[src/rtl/lp_pkg.sv]
package lp_pkg;
  localparam int QW   = 128;
  localparam int NIB  = 4;
  localparam int LANE = 8;
  localparam int NPQ  = QW / NIB;
  localparam int NLN  = QW / LANE;

  typedef logic [QW-1:0] qw_t;

  function automatic qw_t lane_add(input qw_t a, input qw_t b);
    qw_t r;
    for (int i = 0; i < NLN; i++)
      r[i*LANE +: LANE] = a[i*LANE +: LANE] + b[i*LANE +: LANE];
    return r;
  endfunction
endpackage

[src/rtl/lp_fifo.sv]
module lp_fifo #(
  parameter int W     = 8,
  parameter int DEPTH = 2,
  localparam int CW   = $clog2(DEPTH + 1),
  localparam int AW   = (DEPTH > 1) ? $clog2(DEPTH) : 1
) (
  input  logic          clk,
  input  logic          rst_n,
  input  logic          in_valid,
  input  logic [W-1:0]  in_data,
  output logic          out_valid,
  input  logic          out_ready,
  output logic [W-1:0]  out_data,
  output logic [CW-1:0] level
);
  logic [W-1:0]  mem [DEPTH];
  logic [AW-1:0] wp, rp;
  logic          push, pop;

  assign push      = in_valid && (level != CW'(DEPTH));
  assign out_valid = (level != '0);
  assign pop       = out_valid && out_ready;
  assign out_data  = mem[rp];

  always_ff @(posedge clk) begin
    if (push) mem[wp] <= in_data;
  end

  always_ff @(posedge clk) begin
    if (!rst_n) begin
      wp    <= '0;
      rp    <= '0;
      level <= '0;
    end else begin
      if (push) wp <= (wp == AW'(DEPTH - 1)) ? '0 : wp + 1'b1;
      if (pop)  rp <= (rp == AW'(DEPTH - 1)) ? '0 : rp + 1'b1;
      case ({push, pop})
        2'b10:   level <= level + 1'b1;
        2'b01:   level <= level - 1'b1;
        default: level <= level;
      endcase
    end
  end
endmodule

[src/rtl/lp_ser.sv]
module lp_ser
  import lp_pkg::*;
#(
  parameter int DIVW = 8,
  parameter int LENW = 8,
  localparam int NCW = $clog2(NPQ)
) (
  input  logic            clk,
  input  logic            rst_n,
  input  logic [DIVW-1:0] clk_div,
  input  logic [LENW-1:0] blk_len,
  input  logic            ck_en,
  input  logic            q_valid,
  output logic            q_ready,
  input  qw_t             q_data,
  input  logic            ack,
  output logic            lclk,
  output logic [NIB-1:0]  ldat,
  output logic            lend,
  output logic            busy
);
  qw_t             shreg, sum;
  logic [NCW-1:0]  nib_cnt;
  logic [DIVW-1:0] div_cnt;
  logic [LENW-1:0] blk_cnt;
  logic            csum_pend;
  logic            start, tick, last_nib, blk_last;
  logic [DIVW:0]   div_nx;
  logic [LENW:0]   blk_nx;

  assign div_nx   = {1'b0, div_cnt} + 1'b1;
  assign tick     = div_nx >= {1'b0, clk_div};
  assign blk_nx   = {1'b0, blk_cnt} + 1'b1;
  assign blk_last = blk_nx >= {1'b0, blk_len};
  assign last_nib = (nib_cnt == NCW'(NPQ - 1));
  assign start    = !busy && ack && (csum_pend || q_valid);
  assign q_ready  = start && !csum_pend;
  assign ldat     = shreg[NIB-1:0];

  always_ff @(posedge clk) begin
    if (!rst_n) begin
      shreg     <= '0;
      sum       <= '0;
      nib_cnt   <= '0;
      div_cnt   <= '0;
      blk_cnt   <= '0;
      csum_pend <= 1'b0;
      lclk      <= 1'b0;
      lend      <= 1'b0;
      busy      <= 1'b0;
    end else if (start) begin
      busy    <= 1'b1;
      lclk    <= ~lclk;
      nib_cnt <= '0;
      div_cnt <= '0;
      if (csum_pend) begin
        shreg     <= sum;
        lend      <= 1'b1;
        csum_pend <= 1'b0;
        sum       <= '0;
      end else begin
        shreg <= q_data;
        if (blk_last) begin
          blk_cnt <= '0;
          if (ck_en) begin
            csum_pend <= 1'b1;
            sum       <= lane_add(sum, q_data);
            lend      <= 1'b0;
          end else begin
            sum  <= '0;
            lend <= 1'b1;
          end
        end else begin
          blk_cnt <= blk_cnt + 1'b1;
          sum     <= lane_add(sum, q_data);
          lend    <= 1'b0;
        end
      end
    end else if (busy) begin
      if (tick) begin
        div_cnt <= '0;
        if (last_nib) begin
          busy <= 1'b0;
          lend <= 1'b0;
        end else begin
          nib_cnt <= nib_cnt + 1'b1;
          shreg   <= shreg >> NIB;
          lclk    <= ~lclk;
        end
      end else begin
        div_cnt <= div_cnt + 1'b1;
      end
    end
  end
endmodule

[src/rtl/lp_deser.sv]
module lp_deser
  import lp_pkg::*;
#(
  localparam int NCW = $clog2(NPQ)
) (
  input  logic           clk,
  input  logic           rst_n,
  input  logic           ck_en,
  input  logic           lclk,
  input  logic [NIB-1:0] ldat,
  input  logic           lend,
  output logic           q_valid,
  output logic [QW:0]    q_data,
  output logic           blk_done,
  output logic           ck_err
);
  qw_t            shreg, shnx, sum;
  logic [NCW-1:0] nib_cnt;
  logic           lclk_q, edge_s, qw_done;

  assign edge_s  = lclk ^ lclk_q;
  assign shnx    = {ldat, shreg[QW-1:NIB]};
  assign qw_done = edge_s && (nib_cnt == NCW'(NPQ - 1));
  assign q_valid = qw_done && !(lend && ck_en);
  assign q_data  = {lend, shnx};

  always_ff @(posedge clk) begin
    if (!rst_n) begin
      lclk_q   <= 1'b0;
      shreg    <= '0;
      sum      <= '0;
      nib_cnt  <= '0;
      blk_done <= 1'b0;
      ck_err   <= 1'b0;
    end else begin
      lclk_q   <= lclk;
      blk_done <= 1'b0;
      ck_err   <= 1'b0;
      if (edge_s) begin
        shreg   <= shnx;
        nib_cnt <= nib_cnt + 1'b1;
      end
      if (qw_done) begin
        if (lend) begin
          blk_done <= 1'b1;
          sum      <= '0;
          if (ck_en) ck_err <= (shnx != sum);
        end else begin
          sum <= lane_add(sum, shnx);
        end
      end
    end
  end
endmodule

[src/rtl/lp_link.sv]
module lp_link
  import lp_pkg::*;
#(
  parameter int DIVW     = 8,
  parameter int LENW     = 8,
  parameter int TX_DEPTH = 2,
  parameter int RX_DEPTH = 3,
  parameter int ACK_FREE = 2,
  localparam int TCW     = $clog2(TX_DEPTH + 1),
  localparam int RCW     = $clog2(RX_DEPTH + 1)
) (
  input  logic            clk,
  input  logic            rst_n,
  input  logic            s_valid,
  output logic            s_ready,
  input  logic [QW-1:0]   s_data,
  input  logic [DIVW-1:0] clk_div,
  input  logic [LENW-1:0] blk_len,
  input  logic            tx_ck_en,
  output logic            lk_clk_o,
  output logic [NIB-1:0]  lk_dat_o,
  output logic            lk_end_o,
  input  logic            lk_ack_i,
  input  logic            lk_clk_i,
  input  logic [NIB-1:0]  lk_dat_i,
  input  logic            lk_end_i,
  output logic            lk_ack_o,
  input  logic            rx_ck_en,
  output logic            m_valid,
  input  logic            m_ready,
  output logic [QW-1:0]   m_data,
  output logic            m_last,
  output logic            rx_blk_done,
  output logic            rx_ck_err
);
  logic [TCW-1:0] txq_lvl;
  logic [RCW-1:0] rxq_lvl;
  logic           txq_valid, txq_pop, tx_busy;
  qw_t            txq_data;
  logic           rx_push, rx_full;
  logic [QW:0]    rx_word, rxq_out;

  assign s_ready  = (txq_lvl != TCW'(TX_DEPTH));
  assign rx_full  = (rxq_lvl == RCW'(RX_DEPTH));
  assign lk_ack_o = (RCW'(RX_DEPTH) - rxq_lvl) >= RCW'(ACK_FREE);
  assign m_data   = rxq_out[QW-1:0];
  assign m_last   = rxq_out[QW];

  lp_fifo #(.W(QW), .DEPTH(TX_DEPTH)) u_txq (
    .clk(clk), .rst_n(rst_n),
    .in_valid(s_valid), .in_data(s_data),
    .out_valid(txq_valid), .out_ready(txq_pop), .out_data(txq_data),
    .level(txq_lvl)
  );

  lp_ser #(.DIVW(DIVW), .LENW(LENW)) u_ser (
    .clk(clk), .rst_n(rst_n),
    .clk_div(clk_div), .blk_len(blk_len), .ck_en(tx_ck_en),
    .q_valid(txq_valid), .q_ready(txq_pop), .q_data(txq_data),
    .ack(lk_ack_i), .lclk(lk_clk_o), .ldat(lk_dat_o), .lend(lk_end_o),
    .busy(tx_busy)
  );

  lp_deser u_des (
    .clk(clk), .rst_n(rst_n), .ck_en(rx_ck_en),
    .lclk(lk_clk_i), .ldat(lk_dat_i), .lend(lk_end_i),
    .q_valid(rx_push), .q_data(rx_word),
    .blk_done(rx_blk_done), .ck_err(rx_ck_err)
  );

  lp_fifo #(.W(QW + 1), .DEPTH(RX_DEPTH)) u_rxq (
    .clk(clk), .rst_n(rst_n),
    .in_valid(rx_push), .in_data(rx_word),
    .out_valid(m_valid), .out_ready(m_ready), .out_data(rxq_out),
    .level(rxq_lvl)
  );
endmodule

[config.mk]
export PLATFORM = sky130hd
export DESIGN_NAME = lp_link
export DESIGN_NICKNAME = d
export VERILOG_FILES = /design/src/rtl/lp_pkg.sv /design/src/rtl/lp_fifo.sv /design/src/rtl/lp_ser.sv /design/src/rtl/lp_deser.sv /design/src/rtl/lp_link.sv
export SDC_FILE = /design/constraint.sdc
export NUM_CORES = 2
export LEC_CHECK = 0
export BUFFER_PORTS_ARGS = -buffer_cell sky130_fd_sc_hd__buf_2
export CAP_MARGIN = 0
export CELL_PAD_IN_SITES_DETAIL_PLACEMENT = 1
export CELL_PAD_IN_SITES_GLOBAL_PLACEMENT = 1
export CORE_MARGIN = 2
export CORE_UTILIZATION = 45
export DETAILED_ROUTE_END_ITERATION = 7
export PLACE_DENSITY = 0.88
export SYNTH_ARGS = -nofsm -noshare
export SYNTH_HDL_FRONTEND = slang
export SYNTH_HIERARCHICAL = 1
export SYNTH_SLANG_ARGS = --single-unit
[constraint.sdc]
create_clock -name clk -period 14.03 [get_ports clk]
set_input_delay 2.806 -clock clk [delete_from_list [all_inputs] [get_ports clk]]
set_output_delay 2.806 -clock clk [all_outputs]
set_load 0.02 [all_outputs]
==> metrics.txt <==
status=complete, no violations; final core occ=51.1%; post-synthesis sequential area ratio=55.3%; worst vdd ir=around 0.13 mV; drt drc=0; largest net degree at the start of global routing=~260; core area=about 120000 um^2; Via density=5.76; Power Dens Cells=156 nW/um^2; Main synth FF type=edfxtp_1; CTS Sinks=1197; max cap viols=0; # nets final=~5.6k; post-synth top area share=35.2%; Clock Pin Slew Worst Setup and Hold Paths=about 0.06 ns; Tightest Pin Transition=1.36 ns; die height=about 350 um; Mean Syn Cell Area=11.0 um^2; Max Clock Skew=between 0.03 and 0.04 ns; final setup fails=0; total number of vias=39.9k; Placer Congestion=0.809; r2r setup slk=10.00 ns; initial antenna violation count=9; critical path arrival=3.24 ns; Mapped Cells=4998; asr flop ratio synth=0%; WP data required=11.22 ns; switching pwr=0.00284 W; Hold Vio Cnt, Final=0; Pint=between 0.006 and 0.007 W; Iteration-0 DRC Markers=3017; fin crit period=6.04 ns; Critical-path top delay cell=buf_4; number of buffers created by CTS=approximately 130; starting density of the core=a little under half; first-pass GRT wire length=between 200000 and 250000 um; final slew viol count=0; biggest area consumer among synthesized cells=edfxtp_1; post-CTS sizing=0; Hold Crit Start=u_ser/shreg[86]; Reg-to-Reg Start=u_ser/blk_cnt[0]; Power, Total=0.00966 W; vias in the first global route=43.2k; startpoint type of the worst setup path=flip-flop; power share of the clock group=37.5%; crit-path cells=buf_4 > mux2i_1 > o21ai_0 > buf_2; fill cell count=13.0k; RR Endpoint=u_ser/sum[127]; sequential share of power=43.3%; GR Overflow Total=0; CTS tree=yes; top cells by area, synth=edfxtp_1, dfxtp_1, nand2_1; routed wire length=157000 um; clock latency on the worst-skew pair=0.78 ns; design area=62000 um^2; Hold Crit Class=reg -> reg; Gate power share=19.2%; Crit Path Class=reg -> out; aggregate global-route resource usage=24.7%; DR WL/cell=approximately 23 um; Worst Hold Path Cells=2; root buf cell=clkbuf_16; placed instance area=57500 um^2; Post-synth EDFFs=about 640; RSZ-0062 raised after global routing=no; setup TNS=0 ns; Synth top cells by count=nand2_1, edfxtp_1, dfxtp_1; layout overhead on the synthesized area=12.9%; Detail Route Antenna Nets=0; reg2reg path depth=12; Pleak=22.5 nW; IO Port Bufs=296; Hold Path End=u_ser/shreg[86]; Tcrit/Tclk final=43.1%; Max Fanout on Critical Path=49; Hold-fix buffers, CTS=0; Cell variety after synth=68; synth warn=6; H-tree Lvls=4; Die ar.=125000 um^2; synthesis-stage register bit count=1197; fmax=0.166 GHz; syn nets=5435; Post-CTS Setup Inserts=0; Worst Setup End Kind=output pin; FP Rows=128; Sw Share=29.4%; Worst path max stage delay=0.80 ns; detailed-router iteration count before antenna repair=5; Detailed Place HPWL=about 100000 um; fraction of layout cells with a size suffix above 1=11.9%; Netlist Area Pre-Place=54900 um^2; most frequent cell after synthesis=nand2_1; Slew headroom=9.19%; CTS Buffer Depth=3; Die W=about 350 um; io pins=297
-- sequential cells by signal, summed over array words and instances, names as in the netlist, 5 cells and up, named ones only --
register / count
u_des/shreg: 124
u_ser/shreg: 128
u_ser/div_cnt: 8
u_ser/nib_cnt: 5
u_ser/sum: 128
u_des/nib_cnt: 5
u_txq/mem: 256
u_ser/blk_cnt: 8
u_rxq/mem: 387
u_des/sum: 128
-- placed cells by master (no fill, tap or decap), types with 18 or more instances in the layout --
| cell type | instances |
|---|---|
| a21o_1 | 99 |
| a21oi_1 | 326 |
| a22o_1 | 52 |
| a22oi_1 | 32 |
| a31oi_1 | 20 |
| buf_2 | 295 |
| buf_4 | 36 |
| clkbuf_1 | 36 |
| clkbuf_16 | 137 |
| dfxtp_1 | 550 |
| edfxtp_1 | 643 |
| fa_1 | 32 |
| ha_1 | 248 |
| inv_1 | 101 |
| mux2_1 | 128 |
| mux2i_1 | 258 |
| nand2_1 | 845 |
| nand2b_1 | 21 |
| nand3_1 | 188 |
| nand3_2 | 50 |
| nand3b_1 | 38 |
| nor2_1 | 73 |
| nor3_1 | 21 |
| nor4_1 | 31 |
| o2111ai_1 | 32 |
| o21ai_0 | 393 |
| o21ai_1 | 110 |
| o21bai_1 | 18 |
| xnor2_1 | 141 |
| xor2_1 | 59 |
-- routing by layer --
metal	track usage (%)	share of wire [%]
met1	28.5	39
met5	0	0.024
met3	4.56	4.9
met2	44.9	52
met4	10.1	3.8
-- power groups by stage --
| stage | Combinational [W] | Sequential (W) | Clock (W) |
|---|---|---|---|
| global route | 0.00203 | 0.00421 | 0.00382 |
| detailed placement | 0.00178 | 0.00424 | 0 |
| finish | 0.00185 | 0.00418 | 0.00362 |
| CTS | 0.00184 | 0.00418 | 0.00369 |
| global placement | 0.00164 | 0.00421 | 0 |
| floorplan | 0.00137 | 0.00418 | 0 |
-- stage by stage --
stage	cells	hold WS, ns	setup slack, ns
CTS	6912	0.457	7.87
finish	6917	0.455	7.99
detailed placement	6668	0.448	7.88
floorplan	4998	0.429	0.448
global route	6915	0.475	7.76
global placement	6668	0.437	8.01
-- worst max-delay path: cells and delay by family, from the launching register on --
family                 cells  cell delay (ns)
AO/OA/AOI/OAI              1             0.35
buffers and inverters      2             1.10
flip-flops                 1             0.77
multiplexers               1             0.16
-- final cells by class --
cell class	instances	area, um^2	area share (%)
diodes	5	12.5	0.0202
clock buffers	182	3690	5.95
clock inverters	62	832	1.34
inverters	104	398	0.642
multi-input cells	3406	22800	36.7
flip-flops and latches	1197	30400	49.1
well taps	1625	2030	3.28
repair buffers	336	1840	2.97
-- worst max-delay path by stage --
stage                     slack (ns)      start              end  cells past startpoint
after CTS                       7.87  flip-flop       m_data[87]                      4
final                           7.99  flip-flop       m_data[87]                      4
after detailed placement        7.88      rst_n  u_ser/shreg[75]                      6
after floorplan                 0.45   lk_clk_i      u_rxq/wp[0]                      9
after global routing            7.76  flip-flop       m_data[87]                      4
after global placement          8.01      rst_n  u_ser/shreg[72]                      6
-- logic make-up (layout without fill, tap and decap cells) --
kind of cell | Yosys count | count (layout) | share of synthesized area (%)
buf+inv | 395 | 684 | 3.34
simple gates | 1400 | 1400 | 11.9
compound gates | 1137 | 1137 | 12.0
flops | 1197 | 1197 | 55.3
mux | 387 | 387 | 7.35
fa+ha+maj | 280 | 280 | 6.82
xor+xnor | 202 | 202 | 3.23
other cells | 0 | 5 | 0
(Power assumes the default switching activity.)
